--- src/rtl/mw_eeprom_rd.sv ---
module mw_eeprom_rd #(
  parameter int LARGE    = 0,
  parameter int HALF_DIV = 2,
  parameter int CS_GAP   = 3,
  localparam int AW      = (LARGE != 0) ? 10 : 8
) (
  input  logic          clk,
  input  logic          rst_n,
  input  logic          start,
  input  logic          scan,
  input  logic [AW-1:0] addr,
  output logic          busy,
  output logic          data_valid,
  output logic [15:0]   rd_word,
  output logic          done,
  output logic          checksum_ok,
  output logic          mw_cs,
  output logic          mw_sk,
  output logic          mw_mosi,
  input  logic          mw_miso
);
  localparam int WORDS = 1 << AW;
  localparam int CW    = 3 + AW;
  localparam int NB    = CW + 17;
  localparam int BW    = $clog2(NB + 1);
  localparam int DW    = $clog2(HALF_DIV + 1);
  localparam int GW    = $clog2(CS_GAP + 1);

  typedef enum logic [1:0] {S_IDLE, S_RUN, S_GAP} st_t;

  st_t           st;
  logic          phase, scan_m;
  logic [DW-1:0] divcnt;
  logic [BW-1:0] bitcnt;
  logic [GW-1:0] gcnt;
  logic [CW-1:0] txsh;
  logic [14:0]   rx;
  logic [AW-1:0] cur;
  logic [15:0]   sum;

  wire [15:0] word_nx = {rx, mw_miso};
  wire [15:0] sum_nx  = sum + word_nx;
  wire        tick    = (divcnt == DW'(HALF_DIV - 1));
  wire        last_b  = (bitcnt == BW'(NB - 1));
  wire        last_w  = (cur == AW'(WORDS - 1));

  assign busy    = (st != S_IDLE);
  assign mw_cs   = (st == S_RUN);
  assign mw_sk   = mw_cs & phase;
  assign mw_mosi = mw_cs & txsh[CW-1];

  always_ff @(posedge clk) begin
    if (!rst_n) begin
      st          <= S_IDLE;
      phase       <= 1'b0;
      scan_m      <= 1'b0;
      divcnt      <= '0;
      bitcnt      <= '0;
      gcnt        <= '0;
      txsh        <= '0;
      rx          <= '0;
      cur         <= '0;
      sum         <= '0;
      rd_word     <= '0;
      data_valid  <= 1'b0;
      done        <= 1'b0;
      checksum_ok <= 1'b0;
    end else begin
      data_valid <= 1'b0;
      done       <= 1'b0;
      case (st)
        S_IDLE: if (start) begin
          scan_m <= scan;
          cur    <= scan ? '0 : addr;
          txsh   <= {3'b110, (scan ? {AW{1'b0}} : addr)};
          if (scan) begin
            sum         <= '0;
            checksum_ok <= 1'b0;
          end
          phase  <= 1'b0;
          divcnt <= '0;
          bitcnt <= '0;
          st     <= S_RUN;
        end
        S_RUN: begin
          if (!tick) divcnt <= divcnt + 1'b1;
          else begin
            divcnt <= '0;
            phase  <= ~phase;
            if (phase) begin
              rx     <= word_nx[14:0];
              txsh   <= {txsh[CW-2:0], 1'b0};
              bitcnt <= bitcnt + 1'b1;
              if (last_b) begin
                st   <= S_GAP;
                gcnt <= '0;
                if (!scan_m) begin
                  rd_word    <= word_nx;
                  data_valid <= 1'b1;
                end else begin
                  sum <= sum_nx;
                  if (last_w) begin
                    done        <= 1'b1;
                    checksum_ok <= (sum_nx == 16'h0);
                  end
                end
              end
            end
          end
        end
        S_GAP: begin
          if (gcnt != GW'(CS_GAP - 1)) gcnt <= gcnt + 1'b1;
          else if (scan_m && !last_w) begin
            cur    <= cur + 1'b1;
            txsh   <= {3'b110, cur + 1'b1};
            phase  <= 1'b0;
            divcnt <= '0;
            bitcnt <= '0;
            st     <= S_RUN;
          end else st <= S_IDLE;
        end
        default: st <= S_IDLE;
      endcase
    end
  end
endmodule

--- config.mk ---
export PLATFORM = sky130hd
export DESIGN_NAME = mw_eeprom_rd
export DESIGN_NICKNAME = d
export VERILOG_FILES = /design/src/rtl/mw_eeprom_rd.sv
export SDC_FILE = /design/constraint.sdc
export NUM_CORES = 1
export LEC_CHECK = 0
export ABC_AREA = 1
export BUFFER_PORTS_ARGS = -buffer_cell sky130_fd_sc_hd__clkbuf_2
export CORE_UTILIZATION = 30
export DETAILED_ROUTE_END_ITERATION = 10
export SLEW_MARGIN = 20
export SYNTH_ARGS = -nofsm -noshare
export SYNTH_HDL_FRONTEND = slang
export SYNTH_SLANG_ARGS = --single-unit
--- constraint.sdc ---
create_clock -name clk -period 5.4 [get_ports clk]
set_input_delay 0.27 -clock clk [delete_from_list [all_inputs] [get_ports clk]]
set_output_delay 0.27 -clock clk [all_outputs]
set_load 0.05 [all_outputs]
* After elaboration in Yosys (flattened, before gate mapping)
Cells that the tools add are included. Widths: inputs -> output; s select.
Word-level totals: register bits after elaboration 82, input port bits 13, output and inout bits 23
Cells by class: $add $sub $neg 5, equality and inequality tests 16, muxes and demuxes 56, bitwise operators 4, reductions and logical operators 22
Operator list (number):
- $mux 16 | 6
- $mux 11 | 5
- $pmux 11 s3 | 1
- $mux 8 | 4
- $pmux 16 s2 | 1
- $mux 2 | 13
- $mux 5 | 5
- $reduce_and 5->1 | 5
- $add 16x16->16 | 1
- $logic_not 16->1 | 1
- $pmux 8 s2 | 1
- $pmux 5 s3 | 1
- $mux 1 | 14
- $ne 2x2->1 const B | 6
- $pmux 2 s3 | 2
- $reduce_and 6->1 | 2
- $ne 2x1->1 const B | 5
- $add 8x1->8 const B | 1
- $eq 8x8->1 const B | 1
- $reduce_and 4->1 | 2
- $reduce_and 8->1 | 1
- $reduce_bool 2->1 | 4
- $reduce_and 7->1 | 1
- $add 5x1->5 const B | 1
- 15 further kinds | 19

* Longest topological paths before layout
Gate-level depths: netlist of run 1.
depth after elaboration 8, gate-level depth with buffers 15

* Least setup slack after synthesis of run 1
Ideal clock, no wire load.
path type flip-flop to flip-flop, start reg st[0], end reg checksum_ok, data arrival time 1.906 ns, required time 5.333 ns, slack 3.426 ns, cell stages (with the launch flop) 14, buffers on the path 0, period minus slack after synthesis 1.974 ns, path through dfxtp_1 > inv_1 > ha_1 > inv_1 > nand2_1 > a21oi_2 > nand2_2 > nor2_1 > nand2_1 > nor2_1 > nand2_1 > nor2_1 > nand2_1 > a21oi_2
On the way: longest elaborated chain between the ends 3, elaborated cells between the ends (all ways) 12
RTL lines:
- start: declaration | RTL line 31 | st_t st;
- start signal: assignment | RTL line 54 | st <= S_IDLE;
- start signal: assignment | RTL line 83 | st <= S_RUN;
- start signal: assignment | RTL line 95 | st <= S_GAP;
- $eq 2x1->1 or $logic_not 2->1 (tied branches) | RTL line 71 | case (st)
- $ne 2x1->1 (no source line), or another cell as far along
- $reduce_and 8->1 (no source line)
- end signal: assignment | RTL line 104 | checksum_ok <= (sum_nx == 16'h0);
- end: declaration | RTL line 16 | output logic checksum_ok,
Several ways; a longest one is shown, not always the timed one. A chain may end at the register's enable or synchronous reset.

* Worst setup path in the final report of run 1
start reg st[1], end reg bitcnt[0]
On the way: longest elaborated chain between the ends 3, elaborated cells between the ends (all ways) 11
RTL lines:
- $eq 2x2->1, or another cell as far along | RTL line 71
- $ne 2x2->1 (no source line), or another cell as far along
- $reduce_and 6->1 (no source line)
- end signal: assignment | RTL line 93 | bitcnt <= bitcnt + 1'b1;
- end: declaration | RTL line 34 | logic [BW-1:0] bitcnt;
Several ways; a longest one is shown, not always the timed one.

==> impl_metrics.env, run 1 <==
export IMPL_status="complete, no violations"
export IMPL_grt_busiest_layer="met2"
export IMPL_gr_usage_met2=0.238
export IMPL_dieArea_um2=16000
export IMPL_post_cts_resize_count=0
export IMPL_dieHeight_um=126
export IMPL_syn_to_final_growth_pct=12.8
export IMPL_crit_slowest_cell="ha_1"
export IMPL_crit_type="reg -> reg"
export IMPL_postCtsSetupBuffers=0
export IMPL_maxSlewHeadroom=0.322
export IMPL_p_leak_uw=0.00236
export IMPL_synth_area_leaders="dfxtp_1 (35%), nand2_1 (13%), a21oi_1 (7.4%)"
export IMPL_numCtsBuffers=9
export IMPL_clock_skew_ps=8.58
export IMPL_worstHoldPathType="in -> reg"
export IMPL_synth_edf_count=0
export IMPL_antenna_found_initial=0
export IMPL_first_pass_iters=4
export IMPL_rsz0062_at_grt="no"
export IMPL_synth_top_area_cell="dfxtp_1"
export IMPL_core_area_um2=15100
export IMPL_hold_viol=0
export IMPL_synth_seq_area_share=0.354
export IMPL_antenna_left=0
export IMPL_worstPathArrival_ps=3020
export IMPL_die_w_um=126
export IMPL_fin_crit_sh=0.508
export IMPL_cp_end_kind="flop"
export IMPL_yosysMostFrequentCell="nand2_1"
export IMPL_vias=4231
export IMPL_gp_congestion=0.837
export IMPL_slowest_delay_ps=520
export IMPL_cap_violations=0
export IMPL_ir_worst_vdd_v=0.000173
export IMPL_grt_overflow_total=0
export IMPL_fin_crit_ps=2740
export IMPL_cts_sinks=82
export IMPL_clk_latency_ps=350
export IMPL_grtUsageMet3=0.0358
export IMPL_worst_pin_slew_ps=1010
export IMPL_cts_clk_slew_worst_paths_ps=60
export IMPL_cts_root_buf="clkbuf_16"
export IMPL_drc=0
export IMPL_num_nets_final=746
export IMPL_grt_pass1_wl_mm=19.0
export IMPL_wl_per_cell_um=12.7
export IMPL_path_cells="inv_1, ha_1, nand2_1, nor2_2, inv_1, nor2_1, o21ai_0, a21oi_1"
export IMPL_setup_tns_final_ps=0
export IMPL_yosysUniqueCellTypes=43
export IMPL_dr_first_iter_drc_count=331
export IMPL_setup_violations=0
export IMPL_fmax_ghz=0.365
export IMPL_crit_fanout=16
export IMPL_synth_top_cell_area_share=0.354
export IMPL_syn_num_nets=723
export IMPL_synth_commonest_cells="nand2_1 (162), inv_1 (83), dfxtp_1 (82)"
export IMPL_via_per_inst=4.69
export IMPL_cp_required_ps=5680
export IMPL_netlist_area_um2=4640
export IMPL_yosys_warnings=0
export IMPL_track_usage=0.152
export IMPL_cp_buffers_inverters=2
export IMPL_startpoint_type="flop"
export IMPL_synthArstFlopShare=0
export IMPL_place_hpwl_mm=8.26
export IMPL_syn_inst=687
export IMPL_drv_slew=0
export IMPL_synth_flop_cell="dfxtp_1"
export IMPL_routed_wl_mm=11.5
export IMPL_rows=45
export IMPL_pin_count=36
export IMPL_htree_levels=3
export IMPL_layout_drive_gt1_share=0.125
export IMPL_cts_buffer_depth=2
export IMPL_gr_usage_met1=0.204
export IMPL_worst_path_most_repeated_cell="inv_1"
export IMPL_io_buffers=35
export IMPL_cts_tree="built"
export IMPL_critPathTopFamily="simple AND/OR/NAND/NOR gates"
export IMPL_reg2reg_setup_slack_ps=2660
export IMPL_ctsHoldBuffers=0
export IMPL_p_total_uw=1500
export IMPL_ys_ff_latch=82
export IMPL_power_density_nw_per_um2=287
export IMPL_n_antenna_cell=0
export IMPL_grt_pass1_vias=3839
export IMPL_synth_avg_cell_area_um2=6.75
export IMPL_grt_max_degree=51
export IMPL_initial_utilization=0.306
kinds of logic (layout without fill, tap and decap cells):
| family | after synthesis | in the layout | synth area share |
|---|---|---|---|
| compound gates | 163 | 163 | 0.192 |
| xor+xnor | 5 | 5 | 0.00944 |
| fa+ha+maj | 23 | 23 | 0.0636 |
| buf+inv | 116 | 143 | 0.102 |
| flops | 82 | 82 | 0.354 |
| simple gates | 298 | 298 | 0.279 |
state kept, by name, summed over array words and instances, names as in the netlist:
| name | cells |
|---|---|
| bitcnt | 5 |
| checksum_ok | 1 |
| cur | 8 |
| data_valid | 1 |
| divcnt | 2 |
| done | 1 |
| gcnt | 2 |
| phase | 1 |
| rd_word | 16 |
| rx | 15 |
| scan_m | 1 |
| st | 2 |
| sum | 16 |
| txsh | 11 |
cell usage in the layout, fill, tap and decap left out, types with 2 or more instances in the layout:
| cell | count |
|---|---|
| a21oi_2 | 7 |
| a211oi_1 | 6 |
| and2_1 | 2 |
| clkinv_2 | 3 |
| nand3b_1 | 4 |
| nand4_1 | 3 |
| nand3_1 | 38 |
| a21oi_1 | 69 |
| ha_1 | 22 |
| nor2_1 | 65 |
| clkinvlp_4 | 2 |
| nand2_2 | 8 |
| nand2_1 | 162 |
| nor3_1 | 2 |
| o21ai_1 | 5 |
| nand3_2 | 2 |
| nor2_2 | 3 |
| xor2_1 | 5 |
| o21ai_0 | 68 |
| clkbuf_16 | 9 |
| dfxtp_1 | 82 |
| a31oi_1 | 3 |
| inv_1 | 83 |
| nor2_4 | 3 |
| inv_2 | 5 |
| clkbuf_2 | 35 |
routing by layer:
layer | wire length [um] | vias up
met3 | 383 | 13
met2 | 5130 | 63
met4 | 199 | 0
met5 | 0 | -
li1 | - | 2275
met1 | 5760 | 1880
report_power, final:
part / internal, uW / switching, uW
Clock: 367 / 257
Combinational: 62.8 / 155
Sequential: 637 / 22.2
Total: 1070 / 434
worst min-delay path: stages:
cell,delay (ps)
clkbuf_2,110
nor2_1,50
nor2_1,80
cell type report:
cell class | instances | area [um^2]
Inverter | 92 | 354
Fill cell | 1610 | 9910
Clock inverter | 5 | 55.1
Clock buffer | 10 | 239
Timing Repair Buffer | 36 | 183
Sequential cell | 82 | 1640
Tap cell | 188 | 235
Multi-Input combinational cell | 489 | 2520
worst paths after layout:
| kind | from | to | depth (start not counted) |
|---|---|---|---|
| worst min register to register | rd_word[13]$_SDFFE_PN0P_ | rd_word[13]$_SDFFE_PN0P_ | 2 |
| worst min-delay path | mw_miso | rx[0]$_SDFFE_PN0P_ | 3 |
| worst max register to register | st[1]$_SDFFE_PN0P_ | bitcnt[0]$_SDFFE_PN0P_ | 8 |
| worst max-delay path | st[1]$_SDFFE_PN0P_ | bitcnt[0]$_SDFFE_PN0P_ | 8 |
through the flow:
step | utilization | cell area [um^2] | setup WS (ps) | hold WS (ps) | std cells
final | 0.345 | 5230 | 2660 | 196 | 902
after floorplan | - | 4640 | 3430 | 405 | 687
after detailed placement | 0.326 | 4940 | 2640 | 441 | 887
after global routing | 0.345 | 5230 | 2250 | 225 | 902
after CTS | 0.345 | 5230 | 2620 | 193 | 902
after global placement | 0.326 | 4940 | 2710 | 434 | 887
Power figures use the tool's default switching activity.
==> run 2: changes to the inputs <==
==> constraint.sdc (replaced) <==
create_clock -name clk -period 2.4 [get_ports clk]
set_input_delay 0.12 -clock clk [delete_from_list [all_inputs] [get_ports clk]]
set_output_delay 0.12 -clock clk [all_outputs]
set_load 0.05 [all_outputs]
==> impl_metrics.env, run 2 (synthesized netlist as in run 1, its figures left out) <==
export IMPL_status="complete, no violations"
export IMPL_startpoint_type="flop"
export IMPL_dieHeight_um=126
export IMPL_reg_top3="rd_word x16, sum x16, rx x15"
export IMPL_grt_max_degree=34
export IMPL_cp_end_kind="flop"
export IMPL_pin_count=36
export IMPL_n_antenna_cell=0
export IMPL_min_to="rx[0]$_SDFFE_PN0P_"
export IMPL_crit_slowest_cell="fa_1"
export IMPL_final_cell_mix="nand2_1 (162), inv_1 (83), dfxtp_1 (82)"
export IMPL_track_usage=0.151
export IMPL_initial_utilization=0.306
export IMPL_die_w_um=126
export IMPL_fmax_ghz=0.494
export IMPL_num_nets_final=754
export IMPL_core_area_um2=15100
export IMPL_worstHoldPathType="in -> reg"
export IMPL_multiInputGateArea_um2=2520
export IMPL_ir_worst_vdd_v=0.000373
export IMPL_power_density_nw_per_um2=652
export IMPL_maxSlewHeadroom=0.643
export IMPL_drc=0
export IMPL_place_hpwl_mm=8.12
export IMPL_crit_fanout=4
export IMPL_dieArea_um2=16000
export IMPL_dr_first_iter_drc_count=189
export IMPL_fillers=1630
export IMPL_clk_latency_ps=350
export IMPL_grt_pass1_vias=3921
export IMPL_wl_per_cell_um=12.2
export IMPL_slowest_delay_ps=460
export IMPL_io_buffers=35
export IMPL_r2r_cells=11
export IMPL_cts_clk_slew_worst_paths_ps=60
export IMPL_rsz0062_at_grt="no"
export IMPL_worst_path_most_repeated_cell="nand3_1"
export IMPL_htree_levels=3
export IMPL_worst_pin_slew_ps=536
export IMPL_grt_pass1_wl_mm=19.0
export IMPL_setup_violations=0
export IMPL_antenna_left=0
export IMPL_hold_viol=0
export IMPL_post_cts_resize_count=0
export IMPL_reg2reg_setup_slack_ps=370
export IMPL_crit_type="reg -> reg"
export IMPL_layout_drive_gt1_share=0.134
export IMPL_cts_buffer_depth=2
export IMPL_rows=45
export IMPL_first_pass_iters=4
export IMPL_drv_slew=0
export IMPL_setup_tns_final_ps=0
export IMPL_cp_required_ps=2690
export IMPL_final_common_cell="nand2_1"
export IMPL_postCtsSetupBuffers=0
export IMPL_path_cells="ha_1, fa_1, nand3_1, nand2_2, nand3_1, nand4_1, nand2_1, nand3_1, nor2_1, nand2_1, a21oi_2"
export IMPL_r2r_end="checksum_ok$_SDFFE_PN0P_"
export IMPL_cts_sinks=82
export IMPL_cap_violations=0
export IMPL_cts_tree="built"
export IMPL_p_leak_uw=0.00241
export IMPL_clock_skew_ps=9.72
export IMPL_hold_path_cell_count=3
export IMPL_holdWs_ps=63.1
export IMPL_fin_crit_sh=0.844
export IMPL_gp_congestion=0.868
export IMPL_min_from="mw_miso"
export IMPL_grt_overflow_total=0
export IMPL_ctsHoldBuffers=0
export IMPL_syn_to_final_growth_pct=14.6
export IMPL_fin_crit_ps=2030
export IMPL_worstPathArrival_ps=2310
export IMPL_numCtsBuffers=9
export IMPL_vias=4230
export IMPL_seq_area_um2=1640
export IMPL_timing_rr_start="sum[0]$_SDFFE_PN0P_"
export IMPL_cts_root_buf="clkbuf_16"
export IMPL_antenna_found_initial=0
export IMPL_routed_wl_mm=11.2
export IMPL_via_per_inst=4.64
-- run 2: cell types whose count changed in the layout (fill, tap and decap cells not counted) --
cell,previous run,this run
clkbuf_1,0,1
bufinv_16,1,2
buf_4,1,9
clkinvlp_4,2,1
-- run 2: power breakdown --
group          leakage, uW  switching [uW]  internal, uW  total (uW)
Combinational      0.00159             342           152         493
Sequential        0.000665            48.6          1430        1480
Clock             0.000156             558           936        1490
-- run 2: layout make-up --
cell class              instances  share of cell area
clock buffers                  11              0.0456
well taps                     188              0.0442
inverters                      92              0.0666
clock inverters                 5              0.0146
multi-input cells             489               0.475
repair buffers                 44              0.0456
flip-flops and latches         82               0.309
-- run 2: worst max-delay path: cells and delay by family, from the launching register on --
kind	cells	cell delay, ps
fa+ha+maj	2	670
simple gates	8	890
compound gates	1	100
flops	1	310
-- run 2: worst max-delay path by stage --
stage | startpoint | end | slack (ps) | cells after the start
6_report | sum[0]$_SDFFE_PN0P_ | checksum_ok$_SDFFE_PN0P_ | 370 | 11
5_1_grt | st[0]$_SDFFE_PN0P_ | sum[10]$_SDFFE_PN0P_ | 120 | 9
4_1_cts | sum[0]$_SDFFE_PN0P_ | checksum_ok$_SDFFE_PN0P_ | 370 | 13
3_5_place_dp | sum[0]$_SDFFE_PN0P_ | checksum_ok$_SDFFE_PN0P_ | 380 | 10
3_3_place_gp | sum[0]$_SDFFE_PN0P_ | checksum_ok$_SDFFE_PN0P_ | 380 | 13
2_1_floorplan | st[0]$_SDFFE_PN0P_ | checksum_ok$_SDFFE_PN0P_ | 430 | 13
-- run 2: metrics by stage --
| stage | instance area, um^2 | cells | total power (uW) | util | worst slack, ps |
|---|---|---|---|---|---|
| 5_1_grt | 5320 | 911 | 3650 | 0.351 | 121 |
| 4_1_cts | 5320 | 911 | 3510 | 0.351 | 371 |
| 6_report | 5320 | 911 | 3470 | 0.351 | 375 |
| 3_3_place_gp | 5000 | 895 | 2010 | 0.330 | 380 |
| 3_5_place_dp | 5000 | 895 | 2010 | 0.330 | 378 |
| 2_1_floorplan | 4640 | 687 | 1900 | - | 426 |
-- run 2: layer usage --
layer | track usage | wire [um]
met1 | 0.209 | 5780
met2 | 0.230 | 4750
met3 | 0.0228 | 449
met4 | 0.0709 | 180
met5 | 0 | 0
==> run 3: changes to the inputs <==
==> constraint.sdc (replaced) <==
create_clock -name clk -period 1.8 [get_ports clk]
set_input_delay 0.09 -clock clk [delete_from_list [all_inputs] [get_ports clk]]
set_output_delay 0.09 -clock clk [all_outputs]
set_load 0.05 [all_outputs]
==> impl_metrics.env, run 3 (synthesized netlist as in run 1, its figures left out) <==
export IMPL_rsz0062_at_grt="yes"
export IMPL_n_antenna_cell=0
export IMPL_numCtsBuffers=9
export IMPL_worstHoldPathType="in -> reg"
export IMPL_worst_pin_slew_ps=356
export IMPL_gr_usage_met2=0.245
export IMPL_first_pass_iters=4
export IMPL_final_common_cell="nand2_1"
export IMPL_clk_latency_ps=350
export IMPL_grt_pass1_vias=4194
export IMPL_vias=4570
export IMPL_maxSlewHeadroom=0.760
export IMPL_reg_top3="rd_word x16, sum x16, rx x15"
export IMPL_antenna_found_initial=0
export IMPL_final_core_util=0.408
export IMPL_p_leak_uw=0.00276
export IMPL_io_buffers=35
export IMPL_dr_first_iter_drc_count=196
export IMPL_initial_utilization=0.306
export IMPL_htree_levels=3
export IMPL_power_density_nw_per_um2=785
export IMPL_grt_pass1_wl_mm=20.1
export IMPL_routed_wl_mm=12.2
export IMPL_drc=0
export IMPL_grt_busiest_layer="met2"
export IMPL_startpoint="rx[0]$_SDFFE_PN0P_"
export IMPL_fin_area_um2=6170
export IMPL_setup_ws_ps=-47.9
export IMPL_startpoint_type="flop"
export IMPL_core_area_um2=15100
export IMPL_holdWs_ps=69.5
export IMPL_grtUsageMet3=0.0371
export IMPL_pin_count=36
export IMPL_hold_viol=0
export IMPL_syn_to_final_growth_pct=33.1
export IMPL_cts_sinks=82
export IMPL_clock_skew_ps=7.85
export IMPL_cts_clk_slew_worst_paths_ps=70
export IMPL_place_ws_ps=-199
export IMPL_fin_crit_ps=1850
export IMPL_drv_slew=0
export IMPL_gp_congestion=0.868
export IMPL_cp_end_kind="flop"
export IMPL_wl_per_cell_um=12.5
export IMPL_setup_violations=2
export IMPL_grt_max_degree=35
export IMPL_num_nets_final=822
export IMPL_rows=45
export IMPL_layout_drive_gt1_share=0.277
export IMPL_gr_usage_met1=0.218
export IMPL_track_usage=0.158
export IMPL_cp_required_ps=2090
export IMPL_final_cell_mix="nand2_1 (149), inv_1 (80), dfxtp_1 (75)"
export IMPL_crit_fanout=4
export IMPL_place_hpwl_mm=8.62
export IMPL_die_w_um=126
export IMPL_timing_rr_start="rx[0]$_SDFFE_PN0P_"
export IMPL_crit_type="reg -> reg"
export IMPL_dieHeight_um=126
export IMPL_fmax_ghz=0.541
export IMPL_min_from="mw_miso"
export IMPL_ir_worst_vdd_v=0.000483
export IMPL_place_area_um2=5470
export IMPL_grt_overflow_total=0
export IMPL_cap_violations=0
export IMPL_via_per_inst=4.67
export IMPL_dieArea_um2=16000
export IMPL_status="complete, but fails checks"
export IMPL_cts_buffer_depth=2
export IMPL_violations="setup timing"
export IMPL_antenna_left=0
export IMPL_fin_crit_sh=1.03
export IMPL_cts_tree="built"
export IMPL_worstPathArrival_ps=2130
export IMPL_cts_root_buf="clkbuf_16"
run 3: final cells by class:
| class | count | area [um^2] |
|---|---|---|
| clock inverter | 5 | 62.6 |
| inverter | 92 | 365 |
| sequential | 82 | 1650 |
| timing repair buffer | 112 | 822 |
| tap | 188 | 235 |
| multi-input combinational | 489 | 2790 |
| clock buffer | 11 | 243 |
| fill | 1579 | 8970 |
run 3: report_power, final:
part / internal, uW / switching [uW] / total (uW)
combinational: 400 / 539 / 939
sequential: 1910 / 74.1 / 1990
clock: 1120 / 804 / 1930
run 3: final timing paths:
| path | cells past startpoint | to | slack (ps) |
|---|---|---|---|
| setup / recovery | 13 | checksum_ok$_SDFFE_PN0P_ | -50 |
| hold / removal | 3 | rx[0]$_SDFFE_PN0P_ | 70 |
| setup reg to reg | 13 | checksum_ok$_SDFFE_PN0P_ | -50 |
| hold reg to reg | 2 | rd_word[6]$_SDFFE_PN0P_ | 440 |
run 3: what timing repair did:
action | 4_1_cts | 5_1_grt
gates resized for setup | 17 | 55
hold buffers | 0 | 0
setup buffers | 2 | 14
pin swaps | 1 | 15
setup endpoints to repair | 9 | 42
run 3: critical path, stage by stage (launching register included):
cell,delay [ps]
dfxtp_1,330
buf_4,150
ha_1,300
nand2_1,60
nand2_1,60
nand3_1,120
nand2_2,100
nand2_1,100
nand3b_1,100
nand2_1,80
nand3_1,70
nor2_1,130
nand2_1,80
a21oi_2,100
run 3: stage by stage:
stage,total power (uW),setup TNS (ps),std cells
detailed placement,2800,-397,947
global route,5090,-593,979
finish,4850,-54.2,979
floorplan,2540,-364,687
CTS,4780,-51.5,965
global placement,2790,-261,947
run 3: routing by layer:
layer  part of all wire  vias up
met5                  0        -
li1                   -     2429
met3              0.047        6
met2               0.44       87
met4             0.0093        0
met1               0.51     2048
